==> src/rtl/qosc_pkg.sv <==
package qosc_pkg;

  localparam real TWO_PI = 6.283185307179586;

  // Amplitude code for slot idx of n, signed, full scale 2^(w-1)-1.
  function automatic int wave_code(input int idx, input int n, input int w, input bit use_cos);
    real ang;
    real amp;
    real v;
    ang = TWO_PI * real'(idx) / real'(n);
    amp = real'((1 << (w - 1)) - 1);
    v   = use_cos ? amp * $cos(ang) : amp * $sin(ang);
    if (v >= 0.0) return $rtoi(v + 0.5);
    else          return -$rtoi(-v + 0.5);
  endfunction

endpackage

==> src/rtl/qosc_phase.sv <==
module qosc_phase #(
  parameter int N  = 16,
  parameter int IW = $clog2(N)
) (
  input  logic          clk,
  input  logic          rst,
  input  logic          en,
  input  logic [IW-1:0] step,
  output logic [IW-1:0] idx
);
  localparam int SW = IW + 2;
  localparam logic [SW-1:0] NW = SW'(N);

  logic [SW-1:0] sum, once, twice;

  // idx < N and step < 2N, so sum < 3N; two conditional subtractions reduce it.
  always_comb begin
    sum   = SW'(idx) + SW'(step);
    once  = (sum  >= NW) ? sum  - NW : sum;
    twice = (once >= NW) ? once - NW : once;
  end

  always_ff @(posedge clk) begin
    if (rst)     idx <= '0;
    else if (en) idx <= twice[IW-1:0];
  end

  AST_IDX_RANGE: assert property (@(posedge clk) disable iff (rst)
    SW'(idx) < NW);
  AST_IDX_HOLD: assert property (@(posedge clk) disable iff (rst)
    !en |=> $stable(idx));
  AST_RESET_SLOT: assert property (@(posedge clk) disable iff (rst)
    $past(rst) |-> idx == '0);

endmodule

==> src/rtl/qosc_lut.sv <==
module qosc_lut #(
  parameter int N  = 16,
  parameter int W  = 12,
  parameter int IW = $clog2(N)
) (
  input  logic                clk,
  input  logic                rst,
  input  logic                en,
  input  logic [IW-1:0]       idx,
  output logic signed [W-1:0] sin_q,
  output logic signed [W-1:0] cos_q,
  output logic [IW-1:0]       ph_q,
  output logic                vld_q
);
  import qosc_pkg::*;

  localparam logic signed [W-1:0] MOST_NEG = {1'b1, {(W-1){1'b0}}};

  logic signed [W-1:0] sin_tab [N];
  logic signed [W-1:0] cos_tab [N];

  for (genvar i = 0; i < N; i++) begin : g_tab
    assign sin_tab[i] = W'(wave_code(i, N, W, 1'b0));
    assign cos_tab[i] = W'(wave_code(i, N, W, 1'b1));
  end

  always_ff @(posedge clk) begin
    if (rst) begin
      sin_q <= '0;
      cos_q <= '0;
      ph_q  <= '0;
      vld_q <= 1'b0;
    end else begin
      vld_q <= en;
      if (en) begin
        sin_q <= sin_tab[idx];
        cos_q <= cos_tab[idx];
        ph_q  <= idx;
      end
    end
  end

  AST_NO_MOST_NEG: assert property (@(posedge clk) disable iff (rst)
    sin_q != MOST_NEG && cos_q != MOST_NEG);
  AST_OUT_HOLD: assert property (@(posedge clk) disable iff (rst)
    !en |=> $stable(sin_q) && $stable(cos_q) && $stable(ph_q));

endmodule

==> src/rtl/quad_osc.sv <==
module quad_osc #(
  parameter int N  = 16,
  parameter int W  = 12,
  parameter int IW = $clog2(N)
) (
  input  logic                clk,
  input  logic                rst,
  input  logic                smp_en,
  input  logic [IW-1:0]       step_k,
  output logic signed [W-1:0] sin_o,
  output logic signed [W-1:0] cos_o,
  output logic [IW-1:0]       phase_o,
  output logic                valid_o,
  output logic                alias_o
);
  localparam int HALF = N / 2;
  localparam logic signed [W-1:0] FULL = W'((1 << (W - 1)) - 1);

  logic [IW-1:0] slot;

  qosc_phase #(.N(N), .IW(IW)) u_phase (
    .clk (clk),
    .rst (rst),
    .en  (smp_en),
    .step(step_k),
    .idx (slot)
  );

  qosc_lut #(.N(N), .W(W), .IW(IW)) u_lut (
    .clk  (clk),
    .rst  (rst),
    .en   (smp_en),
    .idx  (slot),
    .sin_q(sin_o),
    .cos_q(cos_o),
    .ph_q (phase_o),
    .vld_q(valid_o)
  );

  assign alias_o = (32'(step_k) > HALF);

  AST_SLOT0_AMPL: assert property (@(posedge clk) disable iff (rst)
    valid_o && phase_o == '0 |-> cos_o == FULL && sin_o == '0);
  AST_VALID_ALIGN: assert property (@(posedge clk) disable iff (rst)
    valid_o |-> $past(smp_en) && $past(slot) == phase_o);

endmodule

==> config.mk <==
export PLATFORM = sky130hd
export DESIGN_NAME = quad_osc
export DESIGN_NICKNAME = d
export VERILOG_FILES = /design/src/rtl/qosc_pkg.sv /design/src/rtl/qosc_phase.sv /design/src/rtl/qosc_lut.sv /design/src/rtl/quad_osc.sv
export SDC_FILE = /design/constraint.sdc
export NUM_CORES = 1
export LEC_CHECK = 0
export BUFFER_PORTS_ARGS = -buffer_cell sky130_fd_sc_hd__buf_2
export CAP_MARGIN = 20
export CORE_MARGIN = 10
export CORE_UTILIZATION = 54
export DETAILED_ROUTE_END_ITERATION = 10
export PLACE_DENSITY = 0.86
export SYNTH_ARGS = -nofsm -noshare
export SYNTH_HDL_FRONTEND = slang
export SYNTH_HIERARCHICAL = 1
export SYNTH_SLANG_ARGS = --single-unit
==> constraint.sdc <==
create_clock -name clk -period 2.1 [get_ports clk]
set_input_delay 0.42 -clock clk [delete_from_list [all_inputs] [get_ports clk]]
set_output_delay 0.42 -clock clk [all_outputs]
set_load 0.02 [all_outputs]
==> key figures, run 1 <==
Floorplanning
  – Core Box Area: 3030 um2
  – Die Span Y: 76.1 um
  – Die X: 76.1 um
  – Num ports: 37
  – Die area: 5790 um2
  – Initial core utilization: 0.562
  – Row cnt: 20

Synthesis
  – Netlist cell types: 49
  – Mapped Cells: 183
  – Post-synth EDFFs: 0
  – FFs w/ async S/R, synth: 0
  – Register area share after synthesis: 0.341
  – Mapped cell area: 1700 um2
  – Synth Register Bits: 29
  – Synthesized Nets: 203
  – Synth Area per Inst: 9.29 um2
  – YS warnings: 6
  – Dominant synthesized flop cell: dfxtp_1

GRT
  – Global Route met2 Usage: 0.213
  – First-pass GRT wire length: 6350 um
  – Met3 usage in global routing: 0.0436
  – Vias in the first global route: 1426
  – M1 GR Usage: 0.143
  – Gr usage total: 0.130
  – Overflow after GRT: 0
  – Antenna violations before repair: 0
  – Largest net degree at the start of global routing: 27
  – Grt peak-use layer: met2

Place
  – Cell area after placement: 1870 um2
  – Placer Congestion: 0.870
  – Cell count after placement: 255
  – Port Buf Inserts: 36
  – Dpl hpwl: 2710 um

Power
  – Net load switching power: 0.482 mW
  – Power Density: 769 nW/um2
  – Total leakage power: 0.922 nW
  – Internal power: 1.01 mW
  – Worst-case vdd ir drop: 0.457 mV
  – Switching part of the total: 0.323
  – Reg power frac: 0.429
  – Clock power share: 0.289
  – Logic pwr share: 0.282

Clock network
  – TritonCTS Sinks: 29
  – Clk slew on worst S/H paths: 0.10 ns
  – TritonCTS clock tree: built
  – Hold-fix buffers, CTS: 0
  – Clk_lat worst skew: 0.33 ns
  – Clock Root Buffer: clkbuf_4
  – Setup Buffers After CTS: 0
  – Clk buf depth: 2
  – H-tree levels: 2
  – CTS Buf Count: 5
  – CTS resizes: 0

Layout
  – Finished Layout Cells: 262
  – Layout cells sized above 1: 0.280
  – N_diodes: 0
  – Nets: 238
  – Area growth, synth to finish: 14.1%
  – Commonest non-fill, non-tap cell in the layout: buf_2
  – Design Area, Final: 1940 um2
  – Most frequent cells in the layout: 36 x buf_2, 29 x dfxtp_1, 18 x nor2_1

STA
  – Worst-margin pin slew: 0.537 ns
  – Setup TNS: 0 ns
  – Slew Viols, Final: 0
  – Final Hold Viols: 0
  – Crit share post-route: 0.822
  – Slew HR: 0.642
  – Minimum clock period: 1.73 ns
  – Hold_ws: 0.415 ns
  – Clk_skew: 0.0157 ns
  – Setup violations, final: 0
  – RSZ-0062 raised after global routing: no
  – Max frequency: 579 MHz

Routing
  – WL/cell: 14.0 um
  – Antenna-violating nets left: 0
  – Vias per cell: 5.44
  – Drt total wl: 3660 um
  – DR iter-0 viols: 127
  – Vias: 1426
  – Drt first pass iters: 4
  – Remaining DRCs: 0

Worst setup path
  – R2R depth: 6
  – Buffers & Inverters on Critical Path: 2
  – Crit start category: register
  – Worst path max stage delay: 0.43 ns
  – Crit Path Class: register to register
  – Cells along the critical path: buf_4 > inv_1 > ha_1 > nand2_1 > a21oi_1 > or3_1
  – CP max FO: 10
  – Crit end category: register
  – CP delay by family, top: simple AND/OR/NAND/NOR gates
  – Crit path arrival time: 1.94 ns
  – Data required, critical path: 2.31 ns
  – Max stage delay cell, worst path: dfxtp_1
  – WP depth: 6

Min path
  – Hold-critical path depth: 2
  – Hold Crit Class: primary input to register

Status
  – Status: complete, no violations

Run
  – Maxcap violations: 0
[final cells by class]
cell class,count,area [um2]
Clock inverter,2,35.0
Inverter,8,30.0
Tap cell,44,55.1
Sequential cell,29,581
Multi-Input combinational cell,130,962
Fill cell,266,1090
Clock buffer,5,37.5
Timing Repair Buffer,44,240
[power by group through the flow]
stage               registers [mW]  clock network [mW]  logic (mW)
floorplan                    0.705                   0       0.267
global placement             0.651                   0       0.412
detailed placement           0.653                   0       0.421
CTS                          0.641               0.439       0.423
global route                 0.648               0.466       0.466
finish                       0.640               0.431       0.421
[Yosys cell counts (2+ instances only)]
| cell | count | share of area |
|---|---|---|
| a21boi_0 | 2 | 0.0088 |
| o21ai_0 | 4 | 0.012 |
| dfxtp_1 | 29 | 0.34 |
| buf_4 | 7 | 0.031 |
| nor2b_1 | 5 | 0.018 |
| buf_6 | 5 | 0.033 |
| nand2b_1 | 12 | 0.044 |
| nand2_1 | 7 | 0.015 |
| a31oi_1 | 2 | 0.0074 |
| o311ai_1 | 3 | 0.015 |
| nand3_1 | 3 | 0.0088 |
| nor3b_1 | 5 | 0.022 |
| ha_1 | 12 | 0.088 |
| inv_1 | 7 | 0.015 |
| mux2i_1 | 7 | 0.041 |
| nor2_1 | 18 | 0.040 |
| o21ai_1 | 3 | 0.0088 |
| a311oi_2 | 2 | 0.018 |
| a311oi_1 | 3 | 0.015 |
| o211ai_1 | 2 | 0.0088 |
| a211oi_1 | 2 | 0.0088 |
| a21oi_1 | 10 | 0.029 |
| o221ai_1 | 2 | 0.010 |
| buf_2 | 3 | 0.0088 |
| a211o_1 | 4 | 0.021 |
[path summary, 6_finish.rpt]
| check | start | to | slack, ns |
|---|---|---|---|
| hold reg to reg | u_lut/sin_q[7] | u_lut/sin_q[7] | 0.47 |
| setup / recovery | u_phase/idx[1] | u_lut/cos_q[2] | 0.37 |
| hold / removal | rst | u_lut/cos_q[4] | 0.41 |
| setup reg to reg | u_phase/idx[1] | u_lut/cos_q[2] | 0.37 |
[state kept, by name, summed over array words and instances (netlist names)]
name,count
u_lut/vld_q,1
u_lut/ph_q,4
u_phase/idx,4
u_lut/sin_q,10
u_lut/cos_q,10
[metal layers]
| metal | vias up | routed length [um] |
|---|---|---|
| li1 | 715 | - |
| met1 | 662 | 1580 |
| met2 | 42 | 1780 |
| met4 | 0 | 68 |
| met3 | 7 | 241 |
| met5 | - | 0 |
[metrics by stage]
| stage | setup WS [ns] | util | total power, mW |
|---|---|---|---|
| after global placement | 0.309 | 0.617 | 1.06 |
| after global routing | 0.245 | 0.641 | 1.58 |
| after detailed placement | 0.268 | 0.617 | 1.07 |
| after floorplan | 0.352 | - | 0.972 |
| final | 0.374 | 0.641 | 1.49 |
| after CTS | 0.381 | 0.641 | 1.50 |
[cells by family after synthesis]
group | after synthesis | share of synthesized area
adder cells (fa/ha/maj) | 13 | 0.100
XOR/XNOR | 2 | 0.0103
multiplexers | 8 | 0.0478
AND/OR/NAND/NOR | 60 | 0.201
buffers and inverters | 24 | 0.0927
flip-flops | 29 | 0.341
AO/OA/AOI/OAI | 47 | 0.207
No activity file was read; power rests on OpenSTA's default activity.
==> run 2, diff against run 1 <==
- clock period: 2.1 -> 1.8 ns (I/O delays scaled with it)
==> run 2 against run 1 <==
  * Wire length decreased by 1.7%
  * Via count decreased by 1.3%
  * Sequential power increased by 16%
  * Die area unchanged
  * Flip-flop and latch count unchanged
  * Power increased by 13%
  * Combinational power increased by 17%
  * Setup slack got worse by 0.20 ns
  * Clock power increased by 5.1%
  * Critical path depth decreased by 1
  * Highest routed layer unchanged
  * Critical endpoint unchanged
==> key figures, run 2 (synthesis gave the netlist of run 1 again) <==
Status
  – Status: complete, no violations

Worst setup path
  – R2R depth: 5 (-1)
  – Cells along the critical path: inv_1 > ha_1 > nand2_1 > a21oi_1 > or3_1
  – Max stage delay cell, worst path: dfxtp_1
  – Crit end category: register
  – Crit start category: register
  – Setup slack, reg-to-reg: 0.18 ns (-0.20 ns)
  – Crit Path Class: register to register
  – CP max FO: 7 (-3)
  – Worst r2r src: u_phase/idx[0]
  – Critical path startpoint: u_phase/idx[0]
  – Worst path max stage delay: 0.42 ns (about the same)
  – Buffers & Inverters on Critical Path: 1 (-1)
  – Data required, critical path: 2.01 ns (-0.30 ns)
  – CP delay by family, top: simple AND/OR/NAND/NOR gates
  – Crit path arrival time: 1.83 ns (-0.11 ns)
  – Reg2reg end: u_lut/cos_q[2]

STA
  – Setup violations, final: 0 (unchanged)
  – Setup TNS: 0 ns (unchanged)
  – Final Hold Viols: 0 (unchanged)
  – Hold_ws: 0.385 ns (-0.0301 ns)
  – RSZ-0062 raised after global routing: no
  – Worst-margin pin slew: 0.404 ns (-0.133 ns)
  – Slew HR: 0.730 (+0.0886)
  – Slew Viols, Final: 0 (unchanged)
  – Clk_skew: 0.00725 ns (-0.00841 ns)
  – Crit share post-route: 0.901 (+0.0792)
  – Minimum clock period: 1.62 ns (-0.104 ns)
  – Max frequency: 616 MHz (+6.4%)

Min path
  – Hold-critical path depth: 2 (unchanged)
  – Hold Path End: u_lut/cos_q[11]
  – Min-delay src: rst
  – Hold Crit Class: primary input to register

Run
  – Maxcap violations: 0 (unchanged)

Power
  – Worst-case vdd ir drop: 0.547 mV (+20%)
  – Total leakage power: 0.923 nW (about the same)
  – Tot Pwr: 1.69 mW (+13%)
  – Power Density: 871 nW/um2 (+13%)

Clock network
  – Clk_lat worst skew: 0.32 ns (about the same)
  – Setup Buffers After CTS: 0 (unchanged)
  – Hold-fix buffers, CTS: 0 (unchanged)
  – TritonCTS clock tree: built
  – H-tree levels: 2 (unchanged)
  – Clk buf depth: 2 (unchanged)
  – CTS Buf Count: 5 (unchanged)
  – TritonCTS Sinks: 29 (unchanged)
  – Clock Root Buffer: clkbuf_4
  – Clk slew on worst S/H paths: 0.10 ns (about the same)
  – CTS resizes: 0 (unchanged)

Routing
  – WL/cell: 13.7 um (-2.0%)
  – Drt first pass iters: 4 (unchanged)
  – DR iter-0 viols: 89 (-30%)
  – Antenna-violating nets left: 0 (unchanged)
  – Remaining DRCs: 0 (unchanged)
  – Drt total wl: 3600 um (-1.7%)
  – Vias per cell: 5.35 (-1.7%)
  – Vias: 1407 (-1.3%)

GRT
  – Largest net degree at the start of global routing: 29 (+7.4%)
  – First-pass GRT wire length: 6320 um (-0.44%)
  – Overflow after GRT: 0 (unchanged)
  – Vias in the first global route: 1367 (-4.1%)
  – Antenna violations before repair: 0 (unchanged)
  – Gr usage total: 0.127 (-0.00305)

Place
  – Port Buf Inserts: 36 (unchanged)
  – Placer Congestion: 0.836 (-3.9%)
  – Dpl hpwl: 2630 um (-2.9%)

Layout
  – Commonest non-fill, non-tap cell in the layout: buf_2
  – Nets: 238 (unchanged)
  – Most frequent cells in the layout: 36 x buf_2, 29 x dfxtp_1, 18 x nor2_1
  – Largest registers: u_lut/cos_q (10), u_lut/sin_q (10)
  – Area growth, synth to finish: 14.0%
  – N_diodes: 0 (unchanged)
  – Layout cells sized above 1: 0.283 (+0.00329)

Floorplanning
  – Initial core utilization: 0.562 (unchanged)
  – Die area: 5790 um2 (unchanged)
  – Core Box Area: 3030 um2 (unchanged)
  – Die X: 76.1 um (unchanged)
  – Row cnt: 20 (unchanged)
  – Num ports: 37 (unchanged)
  – Die Span Y: 76.1 um (unchanged)
[run 2: changes by cell type in the layout (fill, tap and decap cells not counted), sizes merged]
cell    before  now
bufinv       1    0
clkbuf       5    7
[run 2: power breakdown]
group          total (mW)  leakage [nW]  internal, mW  switching, mW
sequential          0.741         0.239         0.702         0.0386
clock               0.453        0.0413         0.226          0.227
combinational       0.494         0.642         0.194          0.300
[run 2: stage by stage]
| step | setup slack (ns) | std cells | instance area [um2] | utilization |
|---|---|---|---|---|
| floorplan | 0.0519 | 183 | 1700 | - |
| global placement | 0.0818 | 255 | 1870 | 0.617 |
| detailed placement | 0.0586 | 255 | 1870 | 0.617 |
| CTS | 0.166 | 263 | 1940 | 0.640 |
| global route | 0.0633 | 263 | 1940 | 0.640 |
| finish | 0.178 | 263 | 1940 | 0.640 |
[run 2: worst max path at each step]
stage                           to  cells past startpoint
CTS                 u_lut/cos_q[2]                      5
floorplan           u_phase/idx[3]                      5
finish              u_lut/cos_q[2]                      5
global placement    u_phase/idx[3]                      6
global route        u_lut/cos_q[2]                      5
detailed placement  u_phase/idx[3]                      6
[run 2: metal layers]
| layer | global-route usage | wire length, um | up-vias |
|---|---|---|---|
| li1 | - | - | 713 |
| met1 | 0.149 | 1650 | 662 |
| met2 | 0.201 | 1710 | 30 |
| met3 | 0.0519 | 222 | 2 |
| met4 | 0.0483 | 19 | 0 |
| met5 | 0 | 0 | - |
[run 2: layout make-up]
class,count,area (um2)
clock buffer,7,65.1
clock inverter,1,5.00
fill,273,1090
inverter,8,30.0
multi-input combinational,130,962
sequential,29,581
tap,44,55.1
timing repair buffer,44,240
==> run 3, diff against run 2 <==
- CORE_ASPECT_RATIO: unset -> 2
- CTS_BUF_LIST: unset -> sky130_fd_sc_hd__clkbuf_8 sky130_fd_sc_hd__clkbuf_16
==> run 3 against run 2 <==
  * Highest routed layer unchanged
  * Setup slack gained 0.012 ns
  * Combinational power rose by 1%
  * Cell count decreased by 4.6%
  * Critical path depth unchanged
  * Sequential power barely moved
  * Flip-flop and latch count did not move
  * Clock power up 13%
  * Largest cell class unchanged
  * Critical path type unchanged
  * Non-clock buffer count up 2
==> key figures, run 3 (synthesis gave the netlist of run 1 again) <==
Status
  – Status: complete, no violations

Routing
  – Drt first pass iters: 4 (unchanged)
  – DR iter-0 viols: 27 (-70%)
  – Antenna-violating nets left: 0 (unchanged)
  – Drt total wl: 3670 um (+1.8%)
  – WL/cell: 14.6 um (+6.7%)
  – Vias: 1432 (+1.8%)
  – Remaining DRCs: 0 (unchanged)
  – Vias per cell: 5.71 (+6.6%)

Layout
  – Multi-input logic area: 962 um2 (unchanged)
  – Largest registers: u_lut/cos_q (10), u_lut/sin_q (10)
  – Area growth, synth to finish: 14.6%
  – Final core occ: 0.647 (+0.00651)
  – Commonest non-fill, non-tap cell in the layout: buf_2
  – Most frequent cells in the layout: 36 x buf_2, 29 x dfxtp_1, 18 x nor2_1
  – Layout cells sized above 1: 0.285 (+0.00196)
  – Filler Cells Inserted: 261 (-4.4%)
  – Nets: 240 (+0.84%)
  – Storage cell area: 581 um2 (unchanged)
  – N_diodes: 0 (unchanged)

GRT
  – Vias in the first global route: 1388 (+1.5%)
  – Antenna violations before repair: 0 (unchanged)
  – Largest net degree at the start of global routing: 22 (-24%)
  – Gr usage total: 0.129 (+0.00173)
  – First-pass GRT wire length: 6200 um (-2.0%)
  – Overflow after GRT: 0 (unchanged)

Floorplanning
  – Die area: 5930 um2 (+2.4%)
  – Die Span Y: 99.4 um (+31%)
  – Row cnt: 28 (+40%)
  – Num ports: 37 (unchanged)
  – Die X: 59.7 um (-22%)
  – Core Box Area: 3010 um2 (-0.50%)
  – Initial core utilization: 0.564 (+0.00280)

Worst setup path
  – Data required, critical path: 1.98 ns (-0.03 ns)
  – Crit Path Class: register to register
  – Crit path arrival time: 1.79 ns (-0.04 ns)
  – CP max FO: 4 (-3)
  – Crit end category: register
  – Crit start category: register

Power
  – Logic pwr share: 0.285 (-0.008)
  – Total leakage power: 0.941 nW (+2.0%)
  – Reg power frac: 0.424 (-0.015)
  – Switching part of the total: 0.336 (+0.000752)
  – Clock power share: 0.291 (+0.023)
  – Worst-case vdd ir drop: 0.543 mV (-0.71%)
  – Net load switching power: 0.588 mW (+4.0%)
  – Internal power: 1.16 mW (+3.6%)
  – Power Density: 899 nW/um2 (+3.2%)

Clock network
  – Hold-fix buffers, CTS: 0 (unchanged)
  – Clk_lat worst skew: 0.29 ns (-0.03 ns)
  – Clk buf depth: 2 (unchanged)
  – Setup Buffers After CTS: 0 (unchanged)
  – CTS Buf Count: 5 (unchanged)
  – TritonCTS clock tree: built
  – TritonCTS Sinks: 29 (unchanged)
  – Clk slew on worst S/H paths: 0.06 ns (-0.04 ns)
  – H-tree levels: 2 (unchanged)
  – CTS resizes: 0 (unchanged)
  – Clock Root Buffer: clkbuf_8

STA
  – Minimum clock period: 1.61 ns (-0.0123 ns)
  – Setup TNS: 0 ns (unchanged)
  – Setup violations, final: 0 (unchanged)
  – Max frequency: 621 MHz (+0.76%)
  – Slew HR: 0.691 (-0.0398)
  – Slew Viols, Final: 0 (unchanged)
  – Worst-margin pin slew: 0.464 ns (+0.0596 ns)
  – Final Hold Viols: 0 (unchanged)
  – Clk_skew: 0.00421 ns (-0.00304 ns)
  – RSZ-0062 raised after global routing: no
  – Crit share post-route: 0.894 (-0.00681)

Place
  – Placer Congestion: 0.825 (-1.4%)
  – Port Buf Inserts: 36 (unchanged)
  – Dpl hpwl: 2780 um (+5.7%)

Run
  – Maxcap violations: 0 (unchanged)

Min path
  – Hold Crit Class: primary input to register
==> run 3: changes by cell type in the layout (fill, tap and decap cells not counted) <==
| cell | previous run | this run |
|---|---|---|
| buf_4 | 8 | 10 |
| inv_1 | 7 | 8 |
| clkbuf_8 | 2 | 5 |
| clkinv_2 | 1 | 2 |
| clkbuf_4 | 5 | 0 |
==> run 3: power groups by stage <==
stage                     Combinational [mW]  Sequential, mW  Clock, mW
final                                  0.499           0.743      0.510
after global routing                   0.553           0.753      0.542
after floorplan                        0.312           0.822          0
after CTS                              0.504           0.744      0.523
after global placement                 0.494           0.755          0
after detailed placement               0.502           0.757          0
==> run 3: layout make-up <==
| cell class | count | share of cell area |
|---|---|---|
| clock buffer | 5 | 0.0353 |
| clock inverter | 3 | 0.00706 |
| inverter | 8 | 0.0154 |
| multi-input combinational | 130 | 0.494 |
| sequential | 29 | 0.298 |
| tap | 30 | 0.0193 |
| timing repair buffer | 46 | 0.131 |
==> run 3: stage by stage <==
| stage | instance area (um2) | hold slack [ns] | total power, mW | setup WS (ns) | instances |
|---|---|---|---|---|---|
| 3_3_place_gp | 1870 | 0.452 | 1.25 | 0.0672 | 243 |
| 4_1_cts | 1950 | 0.436 | 1.77 | 0.190 | 251 |
| 6_report | 1950 | 0.435 | 1.75 | 0.190 | 251 |
| 3_5_place_dp | 1870 | 0.467 | 1.26 | 0.0381 | 243 |
| 2_1_floorplan | 1700 | 0.432 | 1.13 | 0.0519 | 183 |
| 5_1_grt | 1950 | 0.485 | 1.85 | 0.0848 | 251 |
==> run 3: final timing paths <==
check,startpoint,end,slack (ns),cells past startpoint
min reg2reg,u_lut/cos_q[7],u_lut/cos_q[7],0.47,2
min,rst,u_lut/vld_q,0.44,2
max,u_phase/idx[1],u_phase/idx[3],0.19,5
max reg2reg,u_phase/idx[1],u_phase/idx[3],0.19,5
==> run 3: routing by layer <==
layer	global-route usage	up-vias	part of all wire
met4	0.0712	0	0.026
met1	0.128	670	0.39
li1	-	718	-
met3	0.0433	9	0.065
met5	0	-	0
met2	0.219	35	0.52
==> run 3: critical path, stage by stage, from the launching register on <==
cell	delay, ns
dfxtp_1	0.38
ha_1	0.25
a21o_1	0.17
a21oi_2	0.14
mux2i_1	0.22
mux2_1	0.33
